===== config.mk =====
export PLATFORM = sky130hd
export DESIGN_NAME = keypad_scanner
export DESIGN_NICKNAME = d
export VERILOG_FILES = /design/src/rtl/kps_pkg.sv /design/src/rtl/kps_sync.sv /design/src/rtl/kps_fsm.sv /design/src/rtl/kps_regs.sv /design/src/rtl/keypad_scanner.sv
export SDC_FILE = /design/constraint.sdc
export NUM_CORES = 1
export LEC_CHECK = 0
export BUFFER_PORTS_ARGS = -buffer_cell sky130_fd_sc_hd__buf_2
export CORE_MARGIN = 4
export CORE_UTILIZATION = 45
export DETAILED_ROUTE_END_ITERATION = 12
export MAX_ROUTING_LAYER = met4
export SLEW_MARGIN = 20
export SYNTH_ARGS = -nofsm -noshare
export SYNTH_HDL_FRONTEND = slang
export SYNTH_SLANG_ARGS = --single-unit

===== constraint.sdc =====
create_clock -name clk -period 9.1 [get_ports clk]
set_input_delay 1.82 -clock clk [delete_from_list [all_inputs] [get_ports clk]]
set_output_delay 1.82 -clock clk [all_outputs]
set_load 0.01 [all_outputs]

===== src/rtl/kps_pkg.sv =====
package kps_pkg;
    localparam int DATA_W = 8;
    localparam int ADDR_W = 3;
    localparam int SZ_W   = 3;
    localparam int CNT_W  = 8;

    localparam logic [ADDR_W-1:0] ADR_CTRL = 3'd0;
    localparam logic [ADDR_W-1:0] ADR_SIZE = 3'd1;
    localparam logic [ADDR_W-1:0] ADR_DEB  = 3'd2;
    localparam logic [ADDR_W-1:0] ADR_RATE = 3'd3;
    localparam logic [ADDR_W-1:0] ADR_COL  = 3'd4;
    localparam logic [ADDR_W-1:0] ADR_ROW  = 3'd5;

    typedef enum logic [1:0] {
        ST_SCAN    = 2'd0,
        ST_PRESS   = 2'd1,
        ST_HOLD    = 2'd2,
        ST_RELEASE = 2'd3
    } kps_state_e;

    typedef struct packed {
        logic bypass;
        logic irq_en;
        logic scan_en;
    } kps_ctrl_t;

    // a programmed count of zero behaves as one
    function automatic logic [CNT_W-1:0] at_least_one(input logic [CNT_W-1:0] v);
        return (v == '0) ? CNT_W'(1) : v;
    endfunction

    // true when one more tick completes a window of lim ticks
    function automatic logic window_done(input logic [CNT_W-1:0] cnt,
                                         input logic [CNT_W-1:0] lim);
        return ({1'b0, cnt} + (CNT_W+1)'(1)) >= {1'b0, lim};
    endfunction
endpackage


===== src/rtl/kps_sync.sv =====
module kps_sync #(
    parameter int WIDTH  = 6,
    parameter int STAGES = 2
) (
    input  logic             clk,
    input  logic             rst,
    input  logic [WIDTH-1:0] d_i,
    output logic [WIDTH-1:0] q_o
);
    logic [WIDTH-1:0] stg [STAGES];

    always_ff @(posedge clk) begin
        if (rst) begin
            for (int i = 0; i < STAGES; i++) stg[i] <= '1;
        end else begin
            stg[0] <= d_i;
            for (int i = 1; i < STAGES; i++) stg[i] <= stg[i-1];
        end
    end

    assign q_o = stg[STAGES-1];
endmodule


===== src/rtl/kps_fsm.sv =====
module kps_fsm
    import kps_pkg::*;
#(
    parameter int NROW = 6,
    parameter int NCOL = 5
) (
    input  logic             clk,
    input  logic             rst,
    input  logic             tick_i,
    input  logic             active_i,
    input  logic [SZ_W-1:0]  n_rows_i,
    input  logic [SZ_W-1:0]  n_cols_i,
    input  logic [CNT_W-1:0] deb_i,
    input  logic [CNT_W-1:0] rate_i,
    input  logic [NROW-1:0]  rows_i,
    output logic [NCOL-1:0]  col_drive_o,
    output logic             det_o,
    output logic [NCOL-1:0]  det_col_o,
    output logic [NROW-1:0]  det_row_o
);
    localparam int CIDX_W = (NCOL > 1) ? $clog2(NCOL) : 1;

    kps_state_e        state;
    logic [CIDX_W-1:0] cidx;
    logic [CNT_W-1:0]  cnt;
    logic [NROW-1:0]   cand;
    logic [NROW-1:0]   row_en;
    logic [NROW-1:0]   masked;
    logic [CNT_W-1:0]  deb_e;
    logic [CNT_W-1:0]  rate_e;
    logic              any_low;

    genvar gr, gc;
    generate
        for (gr = 0; gr < NROW; gr++) begin : g_row_en
            assign row_en[gr] = (gr < int'(n_rows_i));
        end
        for (gc = 0; gc < NCOL; gc++) begin : g_col_drv
            assign col_drive_o[gc] = !(active_i && (int'(cidx) == gc) && (gc < int'(n_cols_i)));
        end
    endgenerate

    assign masked  = rows_i | ~row_en;
    assign any_low = ~&masked;
    assign deb_e   = at_least_one(deb_i);
    assign rate_e  = at_least_one(rate_i);

    always_ff @(posedge clk) begin
        if (rst || !active_i) begin
            state <= ST_SCAN;
            cidx  <= '0;
            cnt   <= '0;
            cand  <= '1;
            det_o <= 1'b0;
            if (rst) begin
                det_col_o <= '1;
                det_row_o <= '1;
            end
        end else begin
            det_o <= 1'b0;
            if (tick_i) begin
                unique case (state)
                    ST_SCAN: begin
                        if (any_low) begin
                            state <= ST_PRESS;
                            cand  <= masked;
                            cnt   <= '0;
                        end else if (window_done(cnt, rate_e)) begin
                            cnt  <= '0;
                            cidx <= (int'(cidx) + 1 >= int'(n_cols_i)) ? '0 : cidx + CIDX_W'(1);
                        end else begin
                            cnt <= cnt + CNT_W'(1);
                        end
                    end
                    ST_PRESS: begin
                        if (masked != cand) begin
                            state <= ST_SCAN;
                            cnt   <= '0;
                        end else if (window_done(cnt, deb_e)) begin
                            state     <= ST_HOLD;
                            cnt       <= '0;
                            det_o     <= 1'b1;
                            det_col_o <= col_drive_o;
                            det_row_o <= cand;
                        end else begin
                            cnt <= cnt + CNT_W'(1);
                        end
                    end
                    ST_HOLD: begin
                        if (!any_low) begin
                            state <= ST_RELEASE;
                            cnt   <= '0;
                        end
                    end
                    ST_RELEASE: begin
                        if (any_low) begin
                            state <= ST_HOLD;
                            cnt   <= '0;
                        end else if (window_done(cnt, deb_e)) begin
                            state <= ST_SCAN;
                            cidx  <= '0;
                            cnt   <= '0;
                        end else begin
                            cnt <= cnt + CNT_W'(1);
                        end
                    end
                    default: state <= ST_SCAN;
                endcase
            end
        end
    end

    // never more than one column pulled low
    a_r3_one_col: assert property (@(posedge clk) disable iff (rst)
        $onehot0(~col_drive_o));

    // a report comes only out of a qualifying press
    a_r4_det_after_press: assert property (@(posedge clk) disable iff (rst)
        det_o |-> (state == ST_HOLD && $past(state) == ST_PRESS));

    // the held column does not move while waiting for release
    a_r7_hold_steady: assert property (@(posedge clk) disable iff (rst)
        (state == ST_HOLD && $past(state) == ST_HOLD && $past(active_i)) |-> $stable(cidx));

    // a parked scanner restarts from the first column
    a_r10_idle_home: assert property (@(posedge clk) disable iff (rst)
        !active_i |=> (cidx == '0 && state == ST_SCAN));
endmodule


===== src/rtl/kps_regs.sv =====
module kps_regs
    import kps_pkg::*;
#(
    parameter int NROW = 6,
    parameter int NCOL = 5
) (
    input  logic              clk,
    input  logic              rst,
    input  logic              wr_i,
    input  logic [ADDR_W-1:0] addr_i,
    input  logic [DATA_W-1:0] wdata_i,
    output logic [DATA_W-1:0] rdata_o,
    output kps_ctrl_t         ctrl_o,
    output logic [SZ_W-1:0]   n_rows_o,
    output logic [SZ_W-1:0]   n_cols_o,
    output logic [CNT_W-1:0]  deb_o,
    output logic [CNT_W-1:0]  rate_o,
    input  logic              det_i,
    input  logic [NCOL-1:0]   det_col_i,
    input  logic [NROW-1:0]   det_row_i,
    input  logic [NROW-1:0]   live_row_i,
    output logic [NCOL-1:0]   col_reg_o,
    output logic              flag_o
);
    logic [SZ_W-1:0] rows_f, cols_f;
    logic [NROW-1:0] row_reg;
    logic            wr_ctrl, wr_col;

    assign wr_ctrl = wr_i && (addr_i == ADR_CTRL);
    assign wr_col  = wr_i && (addr_i == ADR_COL);

    always_ff @(posedge clk) begin
        if (rst) begin
            ctrl_o    <= '0;
            rows_f    <= '0;
            cols_f    <= '0;
            deb_o     <= '0;
            rate_o    <= '0;
            col_reg_o <= '1;
            row_reg   <= '1;
            flag_o    <= 1'b0;
        end else begin
            if (wr_ctrl) begin
                ctrl_o.scan_en <= wdata_i[0];
                ctrl_o.irq_en  <= wdata_i[1];
                ctrl_o.bypass  <= wdata_i[2];
            end
            if (wr_i && addr_i == ADR_SIZE) begin
                rows_f <= wdata_i[SZ_W-1:0];
                cols_f <= wdata_i[SZ_W+3:4];
            end
            if (wr_i && addr_i == ADR_DEB)  deb_o  <= wdata_i[CNT_W-1:0];
            if (wr_i && addr_i == ADR_RATE) rate_o <= wdata_i[CNT_W-1:0];

            if (det_i) begin
                flag_o    <= 1'b1;
                col_reg_o <= det_col_i;
                row_reg   <= det_row_i;
            end else begin
                if (wr_ctrl && wdata_i[3]) flag_o <= 1'b0;
                if (wr_col && ctrl_o.bypass) col_reg_o <= wdata_i[NCOL-1:0];
            end
        end
    end

    assign n_rows_o = (rows_f == '0 || int'(rows_f) > NROW) ? SZ_W'(NROW) : rows_f;
    assign n_cols_o = (cols_f == '0 || int'(cols_f) > NCOL) ? SZ_W'(NCOL) : cols_f;

    always_comb begin
        rdata_o = '0;
        unique case (addr_i)
            ADR_CTRL: rdata_o = {4'b0, flag_o, ctrl_o.bypass, ctrl_o.irq_en, ctrl_o.scan_en};
            ADR_SIZE: rdata_o = {1'b0, cols_f, 1'b0, rows_f};
            ADR_DEB:  rdata_o = deb_o;
            ADR_RATE: rdata_o = rate_o;
            ADR_COL:  rdata_o = {{(DATA_W-NCOL){1'b0}}, col_reg_o};
            ADR_ROW:  rdata_o = {{(DATA_W-NROW){1'b0}}, (ctrl_o.bypass ? live_row_i : row_reg)};
            default:  rdata_o = '0;
        endcase
    end

    // an accepted press always raises the flag
    a_r8_flag_set: assert property (@(posedge clk) disable iff (rst)
        det_i |=> flag_o);

    // column writes outside bypass leave the register untouched
    a_r9_col_write_ignored: assert property (@(posedge clk) disable iff (rst)
        (wr_col && !ctrl_o.bypass && !det_i) |=> $stable(col_reg_o));
endmodule


===== src/rtl/keypad_scanner.sv =====
module keypad_scanner
    import kps_pkg::*;
#(
    parameter int NROW = 6,
    parameter int NCOL = 5
) (
    input  logic              clk,
    input  logic              rst,
    input  logic              tick_i,
    input  logic [NROW-1:0]   row_i,
    output logic [NCOL-1:0]   col_o,
    input  logic              reg_wr,
    input  logic [ADDR_W-1:0] reg_addr,
    input  logic [DATA_W-1:0] reg_wdata,
    output logic [DATA_W-1:0] reg_rdata,
    output logic              irq_o
);
    kps_ctrl_t        ctrl;
    logic [SZ_W-1:0]  n_rows, n_cols;
    logic [CNT_W-1:0] deb, rate;
    logic [NROW-1:0]  row_s;
    logic [NCOL-1:0]  col_drive, det_col, col_reg;
    logic [NROW-1:0]  det_row;
    logic             det, flag, active;

    kps_sync #(.WIDTH(NROW), .STAGES(2)) i_sync (
        .clk(clk), .rst(rst), .d_i(row_i), .q_o(row_s)
    );

    kps_regs #(.NROW(NROW), .NCOL(NCOL)) i_regs (
        .clk(clk), .rst(rst),
        .wr_i(reg_wr), .addr_i(reg_addr), .wdata_i(reg_wdata), .rdata_o(reg_rdata),
        .ctrl_o(ctrl), .n_rows_o(n_rows), .n_cols_o(n_cols),
        .deb_o(deb), .rate_o(rate),
        .det_i(det), .det_col_i(det_col), .det_row_i(det_row),
        .live_row_i(row_s), .col_reg_o(col_reg), .flag_o(flag)
    );

    assign active = ctrl.scan_en && !ctrl.bypass;

    kps_fsm #(.NROW(NROW), .NCOL(NCOL)) i_fsm (
        .clk(clk), .rst(rst), .tick_i(tick_i), .active_i(active),
        .n_rows_i(n_rows), .n_cols_i(n_cols), .deb_i(deb), .rate_i(rate),
        .rows_i(row_s), .col_drive_o(col_drive),
        .det_o(det), .det_col_o(det_col), .det_row_o(det_row)
    );

    assign col_o = ctrl.bypass ? col_reg : col_drive;
    assign irq_o = flag && ctrl.irq_en;

    // idle scanner drives no column
    a_r10_idle_cols: assert property (@(posedge clk) disable iff (rst)
        (!ctrl.scan_en && !ctrl.bypass) |-> (col_o == '1));
endmodule


Word level (Yosys, flattened, before mapping)
Memory sizes are Yosys's and may differ from the RTL's. Cells that the tools add are included.

RAM bits: 12. Flip-flop bits (word level): 68. Memories: 1. Output and inout port bits: 14. Logic and storage cells: 166. Input bits: 21.

Memory list: i_sync.stg (words 2, bits a word 6, rd ports 2, clocked after Yosys merged registers in 0, wr ports 2, line kps_sync.sv:10) `logic [WIDTH-1:0] stg [STAGES];`.

Equality and inequality tests: 23. Add/subtract/negate cells: 4. Magnitude comparators: 16. Muxes and demuxes: 49. Bitwise logic cells: 7. Reduce and logical (&&, ||, !) cells: 49.

Operators by type and width (number): 2-to-1 mux 8 bit (8); 2-to-1 mux 6 bit (9); one-hot mux 8 bit (6 select lines) (1); 2-to-1 mux 5 bit (9); greater-or-equal comparator 32 x 4 -> 1 bit (1); one-hot mux 8 bit (4 select lines) (1); 2-to-1 mux 3 bit (7); logical AND 1 bit (19); greater-or-equal comparator 9 x 8 -> 1 bit (2); logical NOT 8 bit (2); equality test 3 bit (second input constant) (5); logical NOT 3 bit (4); less-than comparator 1 x 3 -> 1 bit (first input constant) (4); less-than comparator 2 x 3 -> 1 bit (first input constant) (4); 2-to-1 mux 2 bit (6); inequality test 2 x 1 -> 1 bit (second input constant) (6); AND reduction 6 bit (2); nonzero test 2 bit (6); AND reduction 5 bit (2); adder 8 x 1 -> 9 bit (second input constant) (1); equality test 3 x 2 -> 1 bit (second input constant) (3); less-than comparator 3 bit (first input constant) (3); adder 8 x 1 -> 8 bit (second input constant) (1); one-hot mux 2 bit (4 select lines) (1); other kinds (22) (41).

Longest topological paths before layout
Gate-level depths: netlist of run 1.

Depth after elaboration: 11. Depth in mapped cells: 12. Gate-level depth less buffers: 12.

Modules after synthesis
From an unflattened synthesis of run 1, not the netlist that was laid out.

Cell total of the unflattened synthesis: 526. Area, all modules: 4782.1 sq um.

By module, submodules not included: kps_fsm (sequential area each 730.7 sq um, cells an instance 277, area an instance 2337.2 sq um, instances 1); kps_regs (sequential area each 740.7 sq um, cells an instance 211, area an instance 2008.2 sq um, instances 1); kps_sync (sequential area each 240.2 sq um, cells an instance 31, area an instance 365.4 sq um, instances 1); keypad_scanner (sequential area each 0.0 sq um, cells an instance 7, area an instance 71.3 sq um, instances 1).

Least setup slack after synthesis of run 1
Ideal clock, no wire load.

Kind: input port to output port. From: in reg_addr[0]. To: out reg_rdata[4]. Arrival time: 2.828 ns. Path slack: 4.452 ns. Data required time: 7.280 ns. Path buffers: 2. Stages on the path: 6. Cells stage by stage: clkbuf_1 > clkbuf_1 > nand2_1 > o21ai_0 > a2bb2oi_1 > o22ai_1.

Cells in the longest elaborated chain, start to end: 2. Elaborated cells on any way between the ends: 7. Classes of those cells: 5 x eq/ne; 1 x mux; 1 x reduce/logical.

RTL lines: from (decl) (line keypad_scanner.sv:13) `input logic [ADDR_W-1:0] reg_addr,`; equality test 3 bit (tied with other cells) (line kps_regs.sv:71) `unique case (addr_i)`; one-hot mux 8 bit (6 select lines) (*) (line kps_regs.sv:71); to (decl) (line keypad_scanner.sv:15) `output logic [DATA_W-1:0] reg_rdata,`.

Every way passes the cells marked *; elsewhere a longest branch is shown, timed or not.

Worst setup path in the final report of run 1
From: in reg_addr[0]. To: out reg_rdata[1].

Same word-level chain as after synthesis.

==> results.py, run 1 <==
metrics = {
    "drt": {
        "drc": 0,
        "ant_nets": 0,
        "vias": 3761,
        "first_pass_iters": 7,
        "wire_per_inst_um": 16.0,
        "vias_per_cell": 5.47,
        "drtIter0Drc": 208,
        "wl_um": 11000,
    },
    "logic_synthesis": {
        "ys.warnings.count": 0,
        "synth_largest_area_cell": "dfxtp_1",
        "synth_area_leaders": "dfxtp_1 (30%), ha_1 (8.3%), edfxtp_1 (7.3%)",
        "post_synth_xor_area_fraction_pct": 3.28,
        "synthFlopType": "dfxtp_1",
        "yosysSeqAreaShare_pct": 37.7,
        "synth_top_family_by_area": "simple AND/OR/NAND/NOR gates",
        "ys_types": 62,
        "synth_fp_nets": 583,
        "async_reset_ff_share_pct": 0,
        "synth_compound_area_share_pct": 16.5,
        "syn_area_per_cell_um2": 8.53,
        "synthAdderAreaFrac_pct": 8.27,
        "synth_edf_count": 11,
        "synthMuxAreaShare_pct": 6.45,
        "yosys_register_bits": 80,
        "syn_inst": 532,
        "synth_top_area_share_pct": 30.4,
        "yosys.area_share.simple_pct": 22.2,
        "syn-cell-area_um2": 4540,
    },
    "cells_and_area": {
        "num-nets-final": 601,
        "fin_util_pct": 50.9,
        "final_layout_size_suffix_gt1_share_pct": 13.3,
        "layout_commonest_cell": "dfxtp_1",
        "synthToLayoutAreaGrowth_pct": 9.74,
        "top_register": "i_sync.stg",
        "mostFrequentLayoutCells": "dfxtp_1 (69), nor2_1 (55), nand2_1 (54), a21oi_1 (39), inv_1 (35)",
        "largest_reg_flops": 12,
        "antenna_cells": 0,
    },
    "timing": {
        "tightest_slew_ps": 1010,
        "finalClockSkew_ps": 12.7,
        "maxSlewViolCount": 0,
        "setup_ws_ps": 4350,
        "slew_headroom_pct": 32.7,
        "fmax_mhz": 211,
        "layout_min_cycle_time_ps": 4750,
        "holdWs_ps": 414,
        "hold_violations": 0,
        "post-route-period-util_pct": 52.2,
        "fin_setup_tns_ps": 0,
        "setup_viol": 0,
        "rsz0062_at_grt": "no",
    },
    "global_routing": {
        "grtUsageMet3_pct": 4.24,
        "grt_overflow": 0,
        "grt_usage_pct": 20.2,
        "grt_pass1_vias": 3624,
        "gr-usage-met1_pct": 26.5,
        "antenna_found_initial": 0,
        "grt_start_max_net_pins": 60,
        "met2_usage_pct": 30.8,
        "grt_pass1_wl_um": 18000,
        "grt.busiest_layer": "met2",
    },
    "floorplanning": {
        "io_pins": 35,
        "floorplan.initialDensity_pct": 46.4,
        "dieArea_um2": 11800,
        "core-area_um2": 9770,
        "rows": 36,
        "fp.dieW_um": 108,
        "die_h_um": 108,
    },
    "place": {
        "gp_congestion": 0.858,
        "dp_hpwl_um": 8330,
        "pre_cts_slack_ps": 4350,
        "numPortBuffers": 34,
    },
    "clock_tree": {
        "postCtsSetupBuffers": 0,
        "clk_path_buf_depth": 2,
        "clock_sinks": 80,
        "cts-htree-levels": 3,
        "clkTransAtPathRegs_ps": 90,
        "clk_root_buffer_cell": "clkbuf_8",
        "ctsResizeCount": 0,
        "hold_buffers": 0,
        "cts_buffers": 9,
        "clk_latency_ps": 350,
        "cts_tree": "done",
    },
    "worst_setup_path": {
        "slowest_stage": "mux4_2",
        "crit_fanout": 16,
        "crit_path_cell_trace": "buf_2, mux4_2, inv_1, o22ai_1, buf_2",
        "path_common_cell": "buf_2",
        "end_kind": "output pin",
        "arrival_ps": 2930,
        "critPathKind": "primary input to output pin",
        "crit_required_ps": 7280,
        "max_stage_delay_ps": 540,
        "start_kind": "primary input",
        "crit_buf_inv": 3,
        "cp_top_family": "multiplexers",
    },
    "pwr": {
        "leakage_nw": 1.88,
        "finalPower_mw": 0.705,
        "powerDensity_nw_per_um2": 142,
        "irDropWorstVdd_mv": 0.0743,
    },
    "status": {
        "outcome": "completed",
    },
    "job": {
        "max_cap_viol_count": 0,
    },
    "min_path": {
        "hp-class": "flop to flop",
    },
}
-- metrics by stage --
| step | instances | instance area [um2] |
|---|---|---|
| global route | 688 | 4980 |
| detailed placement | 672 | 4760 |
| finish | 688 | 4980 |
| global placement | 672 | 4760 |
| floorplan | 532 | 4540 |
| CTS | 688 | 4970 |
-- cells by family (layout without fill, tap and decap cells) --
group | after synthesis | in the layout
xor+xnor | 17 | 17
simple gates | 201 | 201
flops | 80 | 80
fa+ha+maj | 30 | 30
buf+inv | 64 | 87
mux | 28 | 28
compound gates | 112 | 112
-- path summary, 6_finish.rpt --
kind                                             startpoint                               end  slack [ps]  cells after the start
worst max-delay path                            reg_addr[0]                      reg_rdata[1]        4350                      5
worst min-delay path            i_sync.stg[0][3]$_SDFF_PP1_       i_sync.stg[0][9]$_SDFF_PP1_         410                      1
worst max register to register    i_fsm.cnt[0]$_SDFFE_PP0P_  i_fsm.det_row_o[4]$_SDFFCE_PP1P_        5540                     12
worst min register to register  i_sync.stg[0][3]$_SDFF_PP1_       i_sync.stg[0][9]$_SDFF_PP1_         410                      1
-- per-layer routing --
layer | vias to the layer above | part of all wire (%)
met5 | - | 0
met4 | 0 | 2.5
met3 | 20 | 4.5
met2 | 86 | 44
met1 | 1767 | 49
li1 | 1888 | -
-- worst register-to-register path: stages (launching register included) --
cell	delay, ps
dfxtp_1	460
ha_1	260
nand3_1	170
nor2_1	170
xor2_1	250
ha_1	210
and4_1	220
a21oi_1	80
nor2b_1	130
nand3_1	210
nor2b_1	170
nand2_1	100
o21bai_1	770
-- where the power goes --
part / internal, mW / switching, mW / total (mW)
registers: 0.362 / 0.00556 / 0.368
clock network: 0.135 / 0.136 / 0.271
logic: 0.0264 / 0.0404 / 0.0668
total: 0.523 / 0.182 / 0.705
-- area by class of cell --
| type | count | area, um2 |
|---|---|---|
| fill | 947 | 4800 |
| clock buffer | 12 | 178 |
| timing repair buffer | 35 | 178 |
| sequential | 80 | 1710 |
| multi-input combinational | 388 | 2580 |
| inverter | 36 | 135 |
| clock inverter | 4 | 31.3 |
| tap | 133 | 166 |
-- Yosys cell counts, types with 2 or more instances --
master,number
a211o_1,7
a211oi_1,6
a21oi_1,39
a22oi_1,2
a2bb2oi_1,3
a31oi_1,3
a32o_1,4
a41o_1,2
and3_1,3
clkbuf_1,24
dfxtp_1,69
edfxtp_1,11
ha_1,30
inv_1,35
mux2i_1,27
nand2_1,54
nand2b_1,9
nand3_1,12
nor2_1,55
nor2b_1,16
nor3_1,6
nor3_2,3
nor3b_1,2
nor4_1,2
o211ai_1,5
o21a_1,2
o21ai_0,15
o21ai_1,2
o21bai_1,2
o221ai_1,4
o22ai_1,5
or2_1,6
or2_2,13
or3_1,11
xnor2_1,11
xor2_1,6
(Power assumes the default switching activity.)
==> run 2, diff against run 1 <==
--- a/config.mk
+++ b/config.mk
@@ -5,6 +5,7 @@
 export SDC_FILE = /design/constraint.sdc
 export NUM_CORES = 1
 export LEC_CHECK = 0
+export ABC_AREA = 1
 export BUFFER_PORTS_ARGS = -buffer_cell sky130_fd_sc_hd__buf_2
 export CORE_MARGIN = 4
 export CORE_UTILIZATION = 45
==> constraint.sdc (replaced) <==
create_clock -name clk -period 4.06 [get_ports clk]
set_input_delay 0.812 -clock clk [delete_from_list [all_inputs] [get_ports clk]]
set_output_delay 0.812 -clock clk [all_outputs]
set_load 0.01 [all_outputs]
==> results.py, run 2 <==
metrics = {
    "timing": {
        "setup_ws_ps": 1100,
        "layout_min_cycle_time_ps": 2960,
        "maxSlewViolCount": 0,
        "fmax_mhz": 338,
        "setup_viol": 0,
        "post-route-period-util_pct": 73.0,
        "tightest_slew_ps": 754,
        "finalClockSkew_ps": 10.4,
        "rsz0062_at_grt": "no",
        "hold_violations": 0,
        "fin_setup_tns_ps": 0,
        "slew_headroom_pct": 49.5,
        "holdWs_ps": 414,
    },
    "floorplanning": {
        "die_h_um": 109,
        "rows": 36,
        "floorplan.initialDensity_pct": 46.5,
        "core-area_um2": 9860,
        "io_pins": 35,
        "dieArea_um2": 11900,
        "fp.dieW_um": 109,
    },
    "worst_setup_path": {
        "arrival_ps": 2150,
        "end_kind": "output pin",
        "crit_fanout": 14,
        "start_kind": "flop",
        "critPathKind": "flop to output pin",
        "crit_required_ps": 3250,
    },
    "global_routing": {
        "grt_start_max_net_pins": 26,
        "grt_pass1_wl_um": 19600,
        "grt_overflow": 0,
        "antenna_found_initial": 0,
        "grt_usage_pct": 21.9,
        "grt_pass1_vias": 4017,
    },
    "cells_and_area": {
        "synthToLayoutAreaGrowth_pct": 11.1,
        "largest_reg_flops": 12,
        "layout_commonest_cell": "nand2_1",
        "top_register": "i_sync.stg",
        "final_layout_size_suffix_gt1_share_pct": 14.5,
        "num-nets-final": 703,
        "mostFrequentLayoutCells": "nand2_1 (117), inv_1 (91), dfxtp_1 (69), a21oi_1 (57), nor2_1 (48)",
        "antenna_cells": 0,
    },
    "drt": {
        "ant_nets": 0,
        "vias_per_cell": 5.26,
        "wl_met1_um": 5750,
        "first_pass_iters": 5,
        "drc": 0,
        "wl_um": 12000,
        "vias": 4156,
        "wl_met3_um": 629,
        "drtIter0Drc": 327,
        "top_layer_used": "met4",
        "wire_per_inst_um": 15.2,
        "dr_wl_met2_um": 5260,
    },
    "clock_tree": {
        "clk_root_buffer_cell": "clkbuf_8",
        "clk_latency_ps": 360,
        "clk_path_buf_depth": 2,
        "cts_tree": "done",
        "clkTransAtPathRegs_ps": 90,
        "postCtsSetupBuffers": 0,
        "cts-htree-levels": 3,
        "cts_buffers": 9,
        "hold_buffers": 0,
        "clock_sinks": 80,
        "ctsResizeCount": 0,
    },
    "logic_synthesis": {
        "synth_top_area_share_pct": 30.1,
        "ys_top_cells_by_count": "nand2_1 (117), inv_1 (91), dfxtp_1 (69)",
        "synth.most_common_cell": "nand2_1",
        "ys_types": 39,
        "syn_area_per_cell_um2": 7.44,
        "async_reset_ff_share_pct": 0,
        "synth_largest_area_cell": "dfxtp_1",
        "syn-cell-area_um2": 4590,
        "yosysSeqAreaShare_pct": 37.3,
        "synth_fp_nets": 668,
        "synth_area_leaders": "dfxtp_1 (30%), nand2_1 (9.6%), ha_1 (8.2%)",
        "synthFlopType": "dfxtp_1",
        "synth_edf_count": 11,
        "yosys_register_bits": 80,
        "ys.warnings.count": 0,
        "syn_inst": 617,
    },
    "place": {
        "numPortBuffers": 34,
        "gp_congestion": 0.933,
        "pre_cts_slack_ps": 1210,
        "dp_hpwl_um": 9120,
    },
    "status": {
        "outcome": "completed",
    },
    "job": {
        "max_cap_viol_count": 0,
    },
    "pwr": {
        "leakage_nw": 2.35,
        "irDropWorstVdd_mv": 0.181,
        "powerDensity_nw_per_um2": 326,
    },
    "min_path": {
        "hp-class": "flop to flop",
    },
}
## run 2: power breakdown
part / total [mW] / leakage, nW / internal [mW] / switching, mW
Sequential: 0.825 / 0.636 / 0.816 / 0.00887
Clock: 0.631 / 0.102 / 0.324 / 0.308
Combinational: 0.207 / 1.61 / 0.0689 / 0.138
## run 2: cell type report
| cell class | instances | area (um2) |
|---|---|---|
| clock buffer | 12 | 156 |
| timing repair buffer | 37 | 193 |
| clock inverter | 4 | 51.3 |
| tap | 133 | 166 |
| sequential | 80 | 1710 |
| fill | 938 | 4760 |
| multi-input combinational | 427 | 2460 |
| inverter | 97 | 364 |
## run 2: cell families after synthesis
| group | count (synthesis) | synth area share [%] |
|---|---|---|
| fa+ha+maj | 30 | 8.17 |
| buf+inv | 110 | 9.16 |
| xor+xnor | 7 | 1.34 |
| compound gates | 132 | 16.6 |
| simple gates | 258 | 27.5 |
| flops | 80 | 37.3 |
## run 2: path summary, 6_finish.rpt
path                            slack, ps                          start  cells past startpoint                                to
worst min register to register        410    i_sync.stg[0][3]$_SDFF_PP1_                      1       i_sync.stg[0][9]$_SDFF_PP1_
worst max register to register       1230      i_fsm.cnt[0]$_SDFFE_PP0P_                     15  i_fsm.det_col_o[2]$_SDFFCE_PP1P_
worst min-delay path                  410    i_sync.stg[0][3]$_SDFF_PP1_                      1       i_sync.stg[0][9]$_SDFF_PP1_
worst max-delay path                 1100  i_regs.ctrl_o[2]$_SDFFE_PP0P_                      6                      reg_rdata[3]
## run 2: per-layer routing
metal	vias up	global-route usage [%]
li1	2110	-
met1	1895	29.0
met2	129	33.3
met3	22	3.79
met4	0	8.84
met5	-	-
## run 2: critical path, stage by stage (launching register included)
cell and delay, ps:
dfxtp_1 520, inv_1 300, nand2_1 130, o21ai_0 150, a221oi_1 370, o21ai_0 150
buf_2 160
## run 2: stage by stage
| stage | instances | instance area, um2 | utilization, % | total power, mW |
|---|---|---|---|---|
| 2_1_floorplan | 617 | 4590 | - | 0.986 |
| 3_3_place_gp | 774 | 4890 | 49.6 | 1.04 |
| 3_5_place_dp | 774 | 4890 | 49.6 | 1.05 |
| 4_1_cts | 790 | 5100 | 51.7 | 1.67 |
| 5_1_grt | 790 | 5100 | 51.7 | 1.74 |
| 6_report | 790 | 5100 | 51.7 | 1.66 |
==> run 3, diff against run 2 <==
--- a/config.mk
+++ b/config.mk
@@ -5,7 +5,7 @@
 export SDC_FILE = /design/constraint.sdc
 export NUM_CORES = 1
 export LEC_CHECK = 0
-export ABC_AREA = 1
+export ABC_AREA = 0
 export BUFFER_PORTS_ARGS = -buffer_cell sky130_fd_sc_hd__buf_2
 export CORE_MARGIN = 4
 export CORE_UTILIZATION = 45
==> constraint.sdc (replaced) <==
create_clock -name clk -period 2.9 [get_ports clk]
set_input_delay 0.58 -clock clk [delete_from_list [all_inputs] [get_ports clk]]
set_output_delay 0.58 -clock clk [all_outputs]
set_load 0.01 [all_outputs]
==> results.py, run 3 (synthesis gave the netlist of run 1 again) <==
metrics = {
    "status": {
        "outcome": "completed",
    },
    "global_routing": {
        "grt_overflow": 0,
        "grt_pass1_wl_um": 18900,
        "grt.busiest_layer": "met2",
        "grt_usage_pct": 21.4,
        "antenna_found_initial": 0,
        "met2_usage_pct": 32.1,
        "gr-usage-met1_pct": 29.1,
        "grtUsageMet3_pct": 4.60,
        "grt_start_max_net_pins": 44,
        "grt_pass1_vias": 3722,
    },
    "cells_and_area": {
        "mostFrequentLayoutCells": "dfxtp_1 (67), nand2_1 (54), nor2_1 (53), a21oi_1 (38), inv_1 (35)",
        "synthToLayoutAreaGrowth_pct": 14.2,
        "top_register": "i_sync.stg",
        "layout_commonest_cell": "dfxtp_1",
        "num-nets-final": 620,
        "regArea_um2": 1720,
        "multi_input_area_um2": 2620,
        "antenna_cells": 0,
        "final_layout_size_suffix_gt1_share_pct": 17.8,
        "final_cells": 707,
        "fill_cells": 934,
        "largest_reg_flops": 12,
    },
    "place": {
        "numPortBuffers": 34,
        "dp_hpwl_um": 8590,
        "dp_cells": 688,
        "gp_congestion": 0.905,
    },
    "drt": {
        "wl_um": 11500,
        "drc": 0,
        "ant_nets": 0,
        "vias_per_cell": 5.39,
        "wire_per_inst_um": 16.2,
        "first_pass_iters": 5,
        "vias": 3808,
        "drtIter0Drc": 231,
    },
    "worst_setup_path": {
        "slowest_stage": "dfxtp_4",
        "start_kind": "flop",
        "crit_fanout": 11,
        "max_stage_delay_ps": 380,
        "crit_required_ps": 2990,
        "arrival_ps": 2860,
        "end_kind": "flop",
        "critPathKind": "flop to flop",
        "crit_path_cell_trace": "ha_1, nand3_1, nor2_2, xor2_2, ha_1, and4_1, a21oi_2, nor2b_2, nand3_1, nor2b_1, nand2_1, o21bai_4, buf_12",
    },
    "timing": {
        "finalClockSkew_ps": 12.8,
        "hold_violations": 0,
        "slew_headroom_pct": 52.3,
        "setup_viol": 0,
        "layout_min_cycle_time_ps": 2770,
        "tightest_slew_ps": 710,
        "maxSlewViolCount": 0,
        "post-route-period-util_pct": 95.5,
        "fmax_mhz": 361,
    },
    "clock_tree": {
        "cts-htree-levels": 3,
        "clk_latency_ps": 370,
        "clk_path_buf_depth": 2,
        "clock_sinks": 80,
        "clkTransAtPathRegs_ps": 90,
        "cts_tree": "done",
        "hold_buffers": 0,
        "clk_root_buffer_cell": "clkbuf_8",
        "cts_buffers": 9,
    },
    "floorplanning": {
        "die_h_um": 108,
        "io_pins": 35,
        "dieArea_um2": 11800,
        "rows": 36,
        "floorplan.initialDensity_pct": 46.4,
        "core-area_um2": 9770,
        "fp.dieW_um": 108,
    },
    "job": {
        "max_cap_viol_count": 0,
    },
    "min_path": {
        "hp-class": "primary input to flop",
    },
    "pwr": {
        "irDropWorstVdd_mv": 0.254,
        "powerDensity_nw_per_um2": 437,
        "finalPower_mw": 2.27,
        "leakage_nw": 1.99,
    },
}
-- run 3: cell count changes in the layout (fill, tap and decap cells not counted), moves of 15 or more --
cell,change
inv_1,-56
nand3_1,-22
a21oi_1,-19
nor2b_1,+15
buf_4,+15
nand2_1,-63
mux2i_1,+27
o21ai_0,-24
-- run 3: per-layer routing --
layer / vias up / wire, um
met5: - / 0
met3: 12 / 571
met1: 1783 / 5520
li1: 1916 / -
met4: 0 / 133
met2: 97 / 5240
-- run 3: per-stage QoR --
stage / hold WS (ps) / TNS, ps / worst slack (ps) / utilization [%] / cell area (um2)
6_report: 387 / 0 / 129 / 53.0 / 5180
5_1_grt: 368 / -190 / -41.1 / 53.0 / 5180
4_1_cts: 368 / 0 / 57.6 / 52.3 / 5110
3_5_place_dp: 393 / -650 / -59.0 / 50.0 / 4890
3_3_place_gp: 393 / 0 / 47.4 / 50.0 / 4890
2_1_floorplan: 389 / 0 / 119 / - / 4540
-- run 3: cell type report --
type | instances | share of cell area (%)
repair buffers | 54 | 6.50
inverters | 36 | 2.61
well taps | 133 | 3.21
clock buffers | 9 | 2.39
clock inverters | 7 | 1.62
flip-flops and latches | 80 | 33.1
multi-input cells | 388 | 50.5
-- run 3: power by group --
part	internal (mW)	switching (mW)	total, mW	leakage, nW
registers	1.14	0.0167	1.15	0.636
clock network	0.414	0.471	0.885	0.103
logic	0.0957	0.134	0.229	1.25
total	1.65	0.621	2.27	1.99
-- run 3: worst max-delay path, delay by kind of cell, from the launching register on --
kind	cells	cell delay, ps
xor+xnor	1	100
flops	1	380
buf+inv	1	150
fa+ha+maj	2	490
compound gates	2	270
simple gates	7	1110
-- run 3: repair_timing --
action	in CTS	in global routing
buffers inserted	0	3
pin swaps	0	4
setup endpoints to repair	12	24
resized for setup	2	10
-- run 3: worst paths after layout --
kind                          startpoint                                to  slack (ps)  depth (start not counted)
max            i_fsm.cnt[0]$_SDFFE_PP0P_  i_fsm.det_col_o[2]$_SDFFCE_PP1P_         130                         13
min                             row_i[0]       i_sync.stg[0][0]$_SDFF_PP1_         390                          2
max reg2reg    i_fsm.cnt[0]$_SDFFE_PP0P_  i_fsm.det_col_o[2]$_SDFFCE_PP1P_         130                         13
min reg2reg  i_sync.stg[0][1]$_SDFF_PP1_       i_sync.stg[0][7]$_SDFF_PP1_         410                          1
